==> src/rtl/cbt_pkg.sv <==
package cbt_pkg;

  typedef enum logic [1:0] {
    SEG_SYNC = 2'd0,
    SEG_T1   = 2'd1,
    SEG_T2   = 2'd2
  } seg_e;

  // Oscillator clocks per time quantum.
  function automatic int quantum_clocks(int presc);
    return 2 * (presc + 1);
  endfunction

  // Propagation plus phase 1, in quanta.
  function automatic int tseg1_quanta(int prop, int ps1);
    return (prop + 1) + (ps1 + 1);
  endfunction

  // Phase 2 in quanta: own field, or the larger of phase 1 and two.
  function automatic int ps2_quanta(int ps1, int ps2, logic from_field);
    if (from_field) return ps2 + 1;
    return (ps1 + 1 > 2) ? ps1 + 1 : 2;
  endfunction

  function automatic int sjw_quanta(int sjw);
    return sjw + 1;
  endfunction

  function automatic logic majority3(logic a, logic b, logic c);
    return (a & b) | (a & c) | (b & c);
  endfunction

endpackage

==> src/rtl/cbt_prescaler.sv <==
module cbt_prescaler
  import cbt_pkg::*;
#(
  parameter int BRP_W = 6
) (
  input  logic             clk,
  input  logic             rst_n,
  input  logic [BRP_W-1:0] presc,
  input  logic             restart,
  output logic             tick
);
  localparam int CW = BRP_W + 1;

  logic [CW-1:0] cnt;
  logic [CW-1:0] last;

  assign last = CW'(quantum_clocks(int'(presc)) - 1);
  assign tick = (cnt == last);

  always_ff @(posedge clk or negedge rst_n) begin
    if (!rst_n)              cnt <= '0;
    else if (restart || tick) cnt <= '0;
    else                     cnt <= cnt + CW'(1);
  end


  tick_gap_chk: assert property (@(posedge clk) disable iff (!rst_n)
    tick |=> !tick);


  restart_tick_chk: assert property (@(posedge clk) disable iff (!rst_n)
    restart |=> !tick);

endmodule

==> src/rtl/cbt_bitseq.sv <==
module cbt_bitseq
  import cbt_pkg::*;
#(
  parameter int CNT_W = 6
) (
  input  logic             clk,
  input  logic             rst_n,
  input  logic             tick,
  input  logic             resync_edge,
  input  logic             hard_sync,
  input  logic [CNT_W-1:0] t1_q,
  input  logic [CNT_W-1:0] p2_q,
  input  logic [CNT_W-1:0] sj_q,
  output logic             sample_pt,
  output logic             bit_end
);
  seg_e             seg;
  logic [CNT_W-1:0] cnt;
  logic [CNT_W-1:0] ext;
  logic [CNT_W-1:0] shr;
  logic             synced;

  logic             in_t1, in_t2, rs_t1, rs_t2;
  logic [CNT_W-1:0] step, remain, ext_eff, shr_eff, t1_lim, t2_lim;

  always_comb begin
    in_t1   = (seg == SEG_T1);
    in_t2   = (seg == SEG_T2);
    rs_t1   = resync_edge && in_t1 && !synced;
    rs_t2   = resync_edge && in_t2 && !synced;
    step    = cnt + CNT_W'(1);
    remain  = p2_q - step;
    ext_eff = rs_t1 ? ((step < sj_q) ? step : sj_q) : ext;
    shr_eff = rs_t2 ? ((remain < sj_q) ? remain : sj_q) : shr;
    t1_lim  = t1_q + ext_eff;
    t2_lim  = p2_q - shr_eff;
    sample_pt = tick && in_t1 && (step == t1_lim);
    bit_end   = tick && in_t2 && (step == t2_lim);
  end

  always_ff @(posedge clk or negedge rst_n) begin
    if (!rst_n) begin
      seg <= SEG_SYNC; cnt <= '0; ext <= '0; shr <= '0; synced <= 1'b0;
    end else if (hard_sync) begin
      seg <= SEG_SYNC; cnt <= '0; ext <= '0; shr <= '0; synced <= 1'b0;
    end else begin
      if (rs_t1 || rs_t2) begin
        synced <= 1'b1;
        ext    <= ext_eff;
        shr    <= shr_eff;
      end
      if (tick) begin
        case (seg)
          SEG_SYNC: begin seg <= SEG_T1; cnt <= '0; end
          SEG_T1: begin
            if (sample_pt) begin seg <= SEG_T2; cnt <= '0; end
            else cnt <= step;
          end
          SEG_T2: begin
            if (bit_end) begin
              seg <= SEG_SYNC; cnt <= '0; ext <= '0; shr <= '0; synced <= 1'b0;
            end else cnt <= step;
          end
          default: seg <= SEG_SYNC;
        endcase
      end
    end
  end

  // Checker state: quanta counted since the last boundary.
  logic [CNT_W-1:0] qcount;
  logic             full_bit;
  logic [CNT_W-1:0] nominal;
  assign nominal = t1_q + p2_q + CNT_W'(1);

  always_ff @(posedge clk or negedge rst_n) begin
    if (!rst_n) begin
      qcount <= '0; full_bit <= 1'b0;
    end else if (hard_sync) begin
      qcount <= '0; full_bit <= 1'b0;
    end else if (bit_end) begin
      qcount <= '0; full_bit <= 1'b1;
    end else if (tick) begin
      qcount <= qcount + CNT_W'(1);
    end
  end


  nominal_len_chk: assert property (@(posedge clk) disable iff (!rst_n)
    (bit_end && full_bit && !(synced || rs_t1 || rs_t2))
      |-> ((qcount + CNT_W'(1)) == nominal));


  resync_len_chk: assert property (@(posedge clk) disable iff (!rst_n)
    (bit_end && full_bit && (synced || rs_t1 || rs_t2))
      |-> (((qcount + CNT_W'(1)) >= (nominal - sj_q)) &&
           ((qcount + CNT_W'(1)) <= (nominal + sj_q))));


  sync_edge_chk: assert property (@(posedge clk) disable iff (!rst_n)
    (seg == SEG_SYNC && resync_edge && !hard_sync) |=> (ext == '0 && shr == '0));


  strobe_excl_chk: assert property (@(posedge clk) disable iff (!rst_n)
    sample_pt |=> !bit_end);

endmodule

==> src/rtl/cbt_sampler.sv <==
module cbt_sampler
  import cbt_pkg::*;
(
  input  logic clk,
  input  logic rst_n,
  input  logic tick,
  input  logic sample_pt,
  input  logic triple,
  input  logic rx,
  output logic bit_val
);
  logic [1:0] hist;

  always_ff @(posedge clk or negedge rst_n) begin
    if (!rst_n) begin
      hist    <= 2'b11;
      bit_val <= 1'b1;
    end else begin
      if (tick) hist <= {hist[0], rx};
      if (sample_pt) bit_val <= triple ? majority3(rx, hist[0], hist[1]) : rx;
    end
  end


  hold_chk: assert property (@(posedge clk) disable iff (!rst_n)
    !sample_pt |=> $stable(bit_val));


  triple_agree_chk: assert property (@(posedge clk) disable iff (!rst_n)
    (sample_pt && triple && (rx == hist[0])) |=> (bit_val == $past(rx)));

endmodule

==> src/rtl/can_bit_timer.sv <==
module can_bit_timer
  import cbt_pkg::*;
#(
  parameter int BRP_W = 6,
  parameter int SJW_W = 2,
  parameter int SEG_W = 3
) (
  input  logic             clk,
  input  logic             rst_n,
  input  logic [BRP_W-1:0] prescale,
  input  logic [SJW_W-1:0] sjw_len,
  input  logic [SEG_W-1:0] prop_len,
  input  logic [SEG_W-1:0] ps1_len,
  input  logic [SEG_W-1:0] ps2_len,
  input  logic             ps2_from_field,
  input  logic             triple_sample,
  input  logic             hard_sync_en,
  input  logic             rx_edge,
  input  logic             rx_level,
  output logic             tq_tick,
  output logic             sample_strobe,
  output logic             bit_boundary,
  output logic             rx_bit
);
  localparam int CNT_W = SEG_W + 3;

  logic             raw_tick, hard, resync;
  logic [CNT_W-1:0] t1_q, p2_q, sj_q;

  assign hard    = rx_edge & hard_sync_en;
  assign resync  = rx_edge & ~hard_sync_en;
  assign tq_tick = raw_tick & ~hard;

  assign t1_q = CNT_W'(tseg1_quanta(int'(prop_len), int'(ps1_len)));
  assign p2_q = CNT_W'(ps2_quanta(int'(ps1_len), int'(ps2_len), ps2_from_field));
  assign sj_q = CNT_W'(sjw_quanta(int'(sjw_len)));

  cbt_prescaler #(.BRP_W(BRP_W)) u_presc (
    .clk(clk), .rst_n(rst_n), .presc(prescale), .restart(hard), .tick(raw_tick)
  );

  cbt_bitseq #(.CNT_W(CNT_W)) u_seq (
    .clk(clk), .rst_n(rst_n), .tick(tq_tick), .resync_edge(resync),
    .hard_sync(hard), .t1_q(t1_q), .p2_q(p2_q), .sj_q(sj_q),
    .sample_pt(sample_strobe), .bit_end(bit_boundary)
  );

  cbt_sampler u_samp (
    .clk(clk), .rst_n(rst_n), .tick(tq_tick), .sample_pt(sample_strobe),
    .triple(triple_sample), .rx(rx_level), .bit_val(rx_bit)
  );

endmodule

==> config.mk <==
export PLATFORM = sky130hd
export DESIGN_NAME = can_bit_timer
export DESIGN_NICKNAME = d
export VERILOG_FILES = /design/src/rtl/cbt_pkg.sv /design/src/rtl/cbt_prescaler.sv /design/src/rtl/cbt_bitseq.sv /design/src/rtl/cbt_sampler.sv /design/src/rtl/can_bit_timer.sv
export SDC_FILE = /design/constraint.sdc
export NUM_CORES = 1
export LEC_CHECK = 0
export ABC_AREA = 1
export BUFFER_PORTS_ARGS = -buffer_cell sky130_fd_sc_hd__buf_2
export CAP_MARGIN = 20
export CORE_ASPECT_RATIO = 0.7
export CORE_UTILIZATION = 55
export DETAILED_ROUTE_END_ITERATION = 10
export PLACE_DENSITY = 0.74
export SYNTH_ARGS = -nofsm -noshare
export SYNTH_HDL_FRONTEND = slang
export SYNTH_HIERARCHICAL = 1
export SYNTH_SLANG_ARGS = --single-unit
==> constraint.sdc <==
create_clock -name clk -period 7.8 [get_ports clk]
set_input_delay 1.17 -clock clk [delete_from_list [all_inputs] [get_ports clk]]
set_output_delay 1.17 -clock clk [all_outputs]
set_load 0.02 [all_outputs]
After elaboration in Yosys (flattened, before gate mapping)
Index checks and enable logic that the tools add are counted.

storage, ports and cells
  output and inout port bits = 4
  input port bits = 24
  register bits after elaboration = 31
  logic and storage cells = 91

cells by class
  add/subtract/negate cells = 12
  equal/unequal tests = 7
  reduce and logical (&&, ||, !) cells = 16
  bitwise operators = 10
  multiplexer cells = 35
  $lt $le $gt $ge = 3

operators by type and width
  operator               number
  $mux W6                19
  $gt A32 B3 Y1 const B  1
  $pmux W6 S3            1
  $add A3 B1 Y4 const B  3
  $add A6 B1 Y6 const B  2
  $eq A6 B6 Y1           2
  $lt A6 B3 Y1           2
  $sub A6 B6 Y6          2
  $logic_and A1 B1 Y1    8
  $mux W2                4
  $mux W4                2
  $add A7 B1 Y7 const B  1
  $eq A7 B7 Y1           1
  $mux W1                7
  $mux W7                1
  $sub A7 B2 Y7 const B  1
  $add A5 B6 Y6          1
  $add A6 B6 Y6          1
  $and A1 B1 Y1          6
  $ne A3 B3 Y1 const B   2
  $pmux W2 S3            1
  $reduce_bool A4 Y1     1
  $add A2 B1 Y3 const B  1
  $reduce_and A3 Y1      1
  9 further kinds        12

Longest topological paths before layout
  depth after elaboration = 15
  mapped depth = 39
  mapped depth without buffers = 39

Hierarchy
Netlist, hierarchy kept.

modules (own cells, without submodules)
  module         instances  area an instance (µm²)  cells each  seq. area each (µm²)
  cbt_bitseq     1          2563.7                  356         525.5
  cbt_prescaler  1          639.4                   103         175.2
  can_bit_timer  1          386.6                   67          0.0
  cbt_sampler    1          147.6                   20          78.8

Worst setup path before layout
Ideal clock, no wire load.

  kind = input to output
  start = input port ps1_len[0]
  end = output port bit_boundary
  data arrival time = 5.087 ns
  path slack = 1.543 ns
  required time = 6.630 ns
  path buffers = 0
  stages = 30
  path through = ha_1 inv_1 nand2_1 nand2_2 o22ai_1 ha_1 nand2_1 nand2_1 nand2_1 nand2_1 nor2_1 nand3_1 nand2_1 inv_1 ha_1 nand2_1 o21a_1 nand2_1 inv_1 o21ai_0 a21oi_1 a21oi_1 fa_1 a21oi_1 nand2_1 nor2_1 o21ai_1 nor3_2 nand2_4 inv_1

on the way
  longest elaborated chain between the ends = 11

ends and longest elaborated chain
  element                  line                 RTL
  start: declaration       can_bit_timer.sv:13  input logic [SEG_W-1:0] ps1_len,
  $add A3 B1 Y4 (*)        cbt_pkg.sv:22        return (ps1 + 1 > 2) ? ps1 + 1 : 2;
  $gt A32 B3 Y1            cbt_pkg.sv:22
  $mux W4 (*)              cbt_pkg.sv:22
  $mux W6 (*)              cbt_pkg.sv:22
  via p2_q[2]              can_bit_timer.sv:28  logic [CNT_W-1:0] t1_q, p2_q, sj_q;
  $sub A6 B6 Y6            cbt_bitseq.sv:32     remain = p2_q - step;
  $lt A6 B3 Y1             cbt_bitseq.sv:34     shr_eff = rs_t2 ? ((remain < sj_q) ? remain : sj_q) : shr;
  $mux W6 (2 in series)    cbt_bitseq.sv:34
  $sub A6 B6 Y6 (*)        cbt_bitseq.sv:36     t2_lim = p2_q - shr_eff;
  $eq A6 B6 Y1 (*)         cbt_bitseq.sv:38     bit_end = tick && in_t2 && (step == t2_lim);
  $logic_and A1 B1 Y1 (*)  cbt_bitseq.sv:38
  end: declaration         can_bit_timer.sv:22  output logic bit_boundary,

Mark *: on every way through the listed nets, which the timed path passes. The rest lies on a longest branch.

Final worst setup path
Ends and elaborated chain as after synthesis.

==> results.ini <==
[job]
drv_cap=0

[power]
power.share.clock_pct=17.7
internal_power_uw=520
p_leak_nw=2.25
combPwrFrac_pct=57.6
swShare_pct=45.1
seq_power_share_pct=24.6
power_per_cell_area_mw_per_mm2=230
power.switching_uw=427
max-vdd-ir-drop_v=0.000133

[grt]
overflow=0
grt_pass1_wl_um=14900
grt_usage_pct=26.7
grt_max_degree=32
grt_antenna_before_repair=0
grt_pass1_vias=3269

[sta]
fin_tns_setup_ps=0
period_share_pct=91.5
fmax_mhz=140
drv_slew=0
worst_pin_slew_ps=728
fin_skew_ps=6.98
rsz0062_at_grt=false
final_hold_viol_count=0
worst_hold_slack_ps=464
setup_viol=0
period_minus_slack_ps=7140
slew_headroom_pct=51.4
timing.final.ws_setup_ps=663

[worst_setup_path]
rrSetupSlack_ps=2190
r2r-end=u_seq/ext[5]$_DFF_PN0_
r2r_cells=30
crit_type=primary input to output pin
path_max_fanout=7
cp-start-kind=primary input
worstPathBufferInverterCount=6
path_common_cell=nand2_1
arrival_ps=5970
cpMaxStageDelayCell=fa_1
critPathRequiredTime_ps=6630
slowest_delay_ps=510
endpoint_kind=output pin
reg2reg_from=u_seq/cnt[0]$_DFFE_PN0P_
cp_top_family=simple AND/OR/NAND/NOR gates

[layout]
nNetsFinal=658
syn2layout_area_growth_pct=10.2
stdcell_area_sq_mm=0.00412
n_fill_cell=617
diodes=0
drive_gt1_share_pct=16.6

[die]
dieArea_sq_mm=0.00713
die_h_um=71.0
pin_count=28
die_w_um=101
rows=24
start_util_pct=58.4
fp.coreArea_sq_mm=0.00640

[yosys]
synth-edff-count=0
syn_area_sq_mm=0.00374
yosysWarnings=6
synth-main-ff-cell=dfrtp_1
synth.yosys.seq_area_share_pct=20.9
synth.avg_cell_area_sq_um=6.84
syn_inst=546
ys_ff_latch=31
synth.distinct_cells=44
synthArstFlopShare_pct=100

[status]
status=complete, no violations

[clock_network]
cts_resized=0
clk_pin_slew_ps=70
cts.htree.levels=2
cts_tree=built
post_cts_buffers=0
insertion_delay_ps=290
numCtsBuffers=5
cts_root_buf=clkbuf_8
clk_path_buf_depth=2
hold_buffers=0
clock_sinks=31

[route]
wl_per_cell_um=12.7
routed_wl_um=8630
detail-route-antenna-nets=0
viasPerCell=5.15
drc=0
drtIter0Drc=206
via_count=3504
drtPass1Iterations=5

[worst_hold_path]
hold_path_end=u_samp/bit_val$_DFFE_PN1P_
hold_class=register to register
whs_path_depth=2
holdCritStartpoint=u_samp/bit_val$_DFFE_PN1P_

[placed_design]
post_dp_cell_area_sq_mm=0.00400
port_buffers=27
place.gp.congestion=0.872
dp_slack_ps=733
dp_hpwl_um=7000

==> flip-flops by register name, summed over array words and instances (netlist names) <==
name,cells
u_presc/cnt,7
u_seq/cnt,6
u_seq/ext,6
u_seq/shr,6
u_samp/hist,2
u_seq/seg,2
u_samp/bit_val,1
u_seq/synced,1
==> layout by cell type (no fill, tap or decap), drive strengths merged <==
cell and instances:
a31o 1, o22a 1, o21ai 26, clkinv 1
ha 41, fa 4, nor4 1, nand2 158
o211ai 4, xnor2 10, nand3b 1, nand3 48
inv 104, bufinv 1, a31oi 2, xor2 9
o22ai 3, o21bai 3, buf 28, a21oi 26
dfrtp 28, a21o 1, nand4 7, or2 4
nor3 8, nor2 46, o21a 1, conb 14
dfstp 3, clkbuf 6
==> cells by family (layout without fill, tap and decap cells) <==
group	Yosys count	count (layout)	synth area share, %
AND/OR/NAND/NOR	273	273	35.8
buffers and inverters	109	140	11.6
AO/OA/AOI/OAI	68	68	11.2
adder cells (fa/ha/maj)	45	45	15.9
flip-flops	31	31	20.9
XOR/XNOR	19	19	4.65
other	1	14	0.100
==> cells in the mapped netlist, drive strengths merged (4+ instances only) <==
cell type / count / share of area, %
or2: 4 / 0.67
nor2: 46 / 6.9
nor3: 8 / 1.5
a21oi: 26 / 3.6
nand4: 7 / 1.2
buf: 4 / 1.0
nand2: 158 / 18
fa: 4 / 2.1
dfrtp: 28 / 19
o21ai: 26 / 3.8
nand3: 48 / 7.4
o211ai: 4 / 0.80
xnor2: 10 / 2.3
inv: 104 / 10
ha: 41 / 14
xor2: 9 / 2.3
==> routing by layer <==
layer | GRT usage (%) | part of all wire (%)
met3 | 3.26 | 4.6
met1 | 38.6 | 50
met2 | 42.8 | 45
met5 | 0 | 0
met4 | 5.80 | 0.68
==> final cells by class <==
class / instances / area [sq um] / area share [%]
Sequential cell: 31 / 779 / 18.9
Inverter: 104 / 390 / 9.48
Clock buffer: 6 / 82.6 / 2.00
Multi-Input combinational cell: 419 / 2570 / 62.5
Tap cell: 91 / 114 / 2.76
Clock inverter: 2 / 35.0 / 0.851
Timing Repair Buffer: 28 / 143 / 3.46
==> metrics by stage <==
stage	instances	power, mW	utilization (%)
6_report	681	0.947	64.4
3_3_place_gp	673	0.759	62.6
5_1_grt	681	1.04	64.4
3_5_place_dp	673	0.773	62.6
4_1_cts	681	0.947	64.4
2_1_floorplan	559	0.659	-
==> worst register-to-register path: cells and delay by family, from the launching register on <==
kind	cells	cell delay (ps)
adder cells (fa/ha/maj)	4	1460
AO/OA/AOI/OAI	7	1140
buffers and inverters	3	210
flip-flops	1	490
AND/OR/NAND/NOR	16	2180
==> power groups by stage <==
stage | Sequential (mW) | Combinational (mW) | Clock [mW]
3_3_place_gp | 0.235 | 0.524 | 0
4_1_cts | 0.233 | 0.542 | 0.173
3_5_place_dp | 0.236 | 0.537 | 0
5_1_grt | 0.239 | 0.624 | 0.177
6_report | 0.233 | 0.546 | 0.168
2_1_floorplan | 0.229 | 0.430 | 0
==> worst max path at each step <==
stage,to,startpoint,depth (start not counted)
floorplan,bit_boundary,ps1_len[0],30
global placement,bit_boundary,ps1_len[0],31
detailed placement,bit_boundary,ps1_len[0],32
CTS,bit_boundary,ps1_len[0],33
global route,bit_boundary,ps1_len[0],35
finish,bit_boundary,ps1_len[0],32
(Power assumes the default switching activity.)
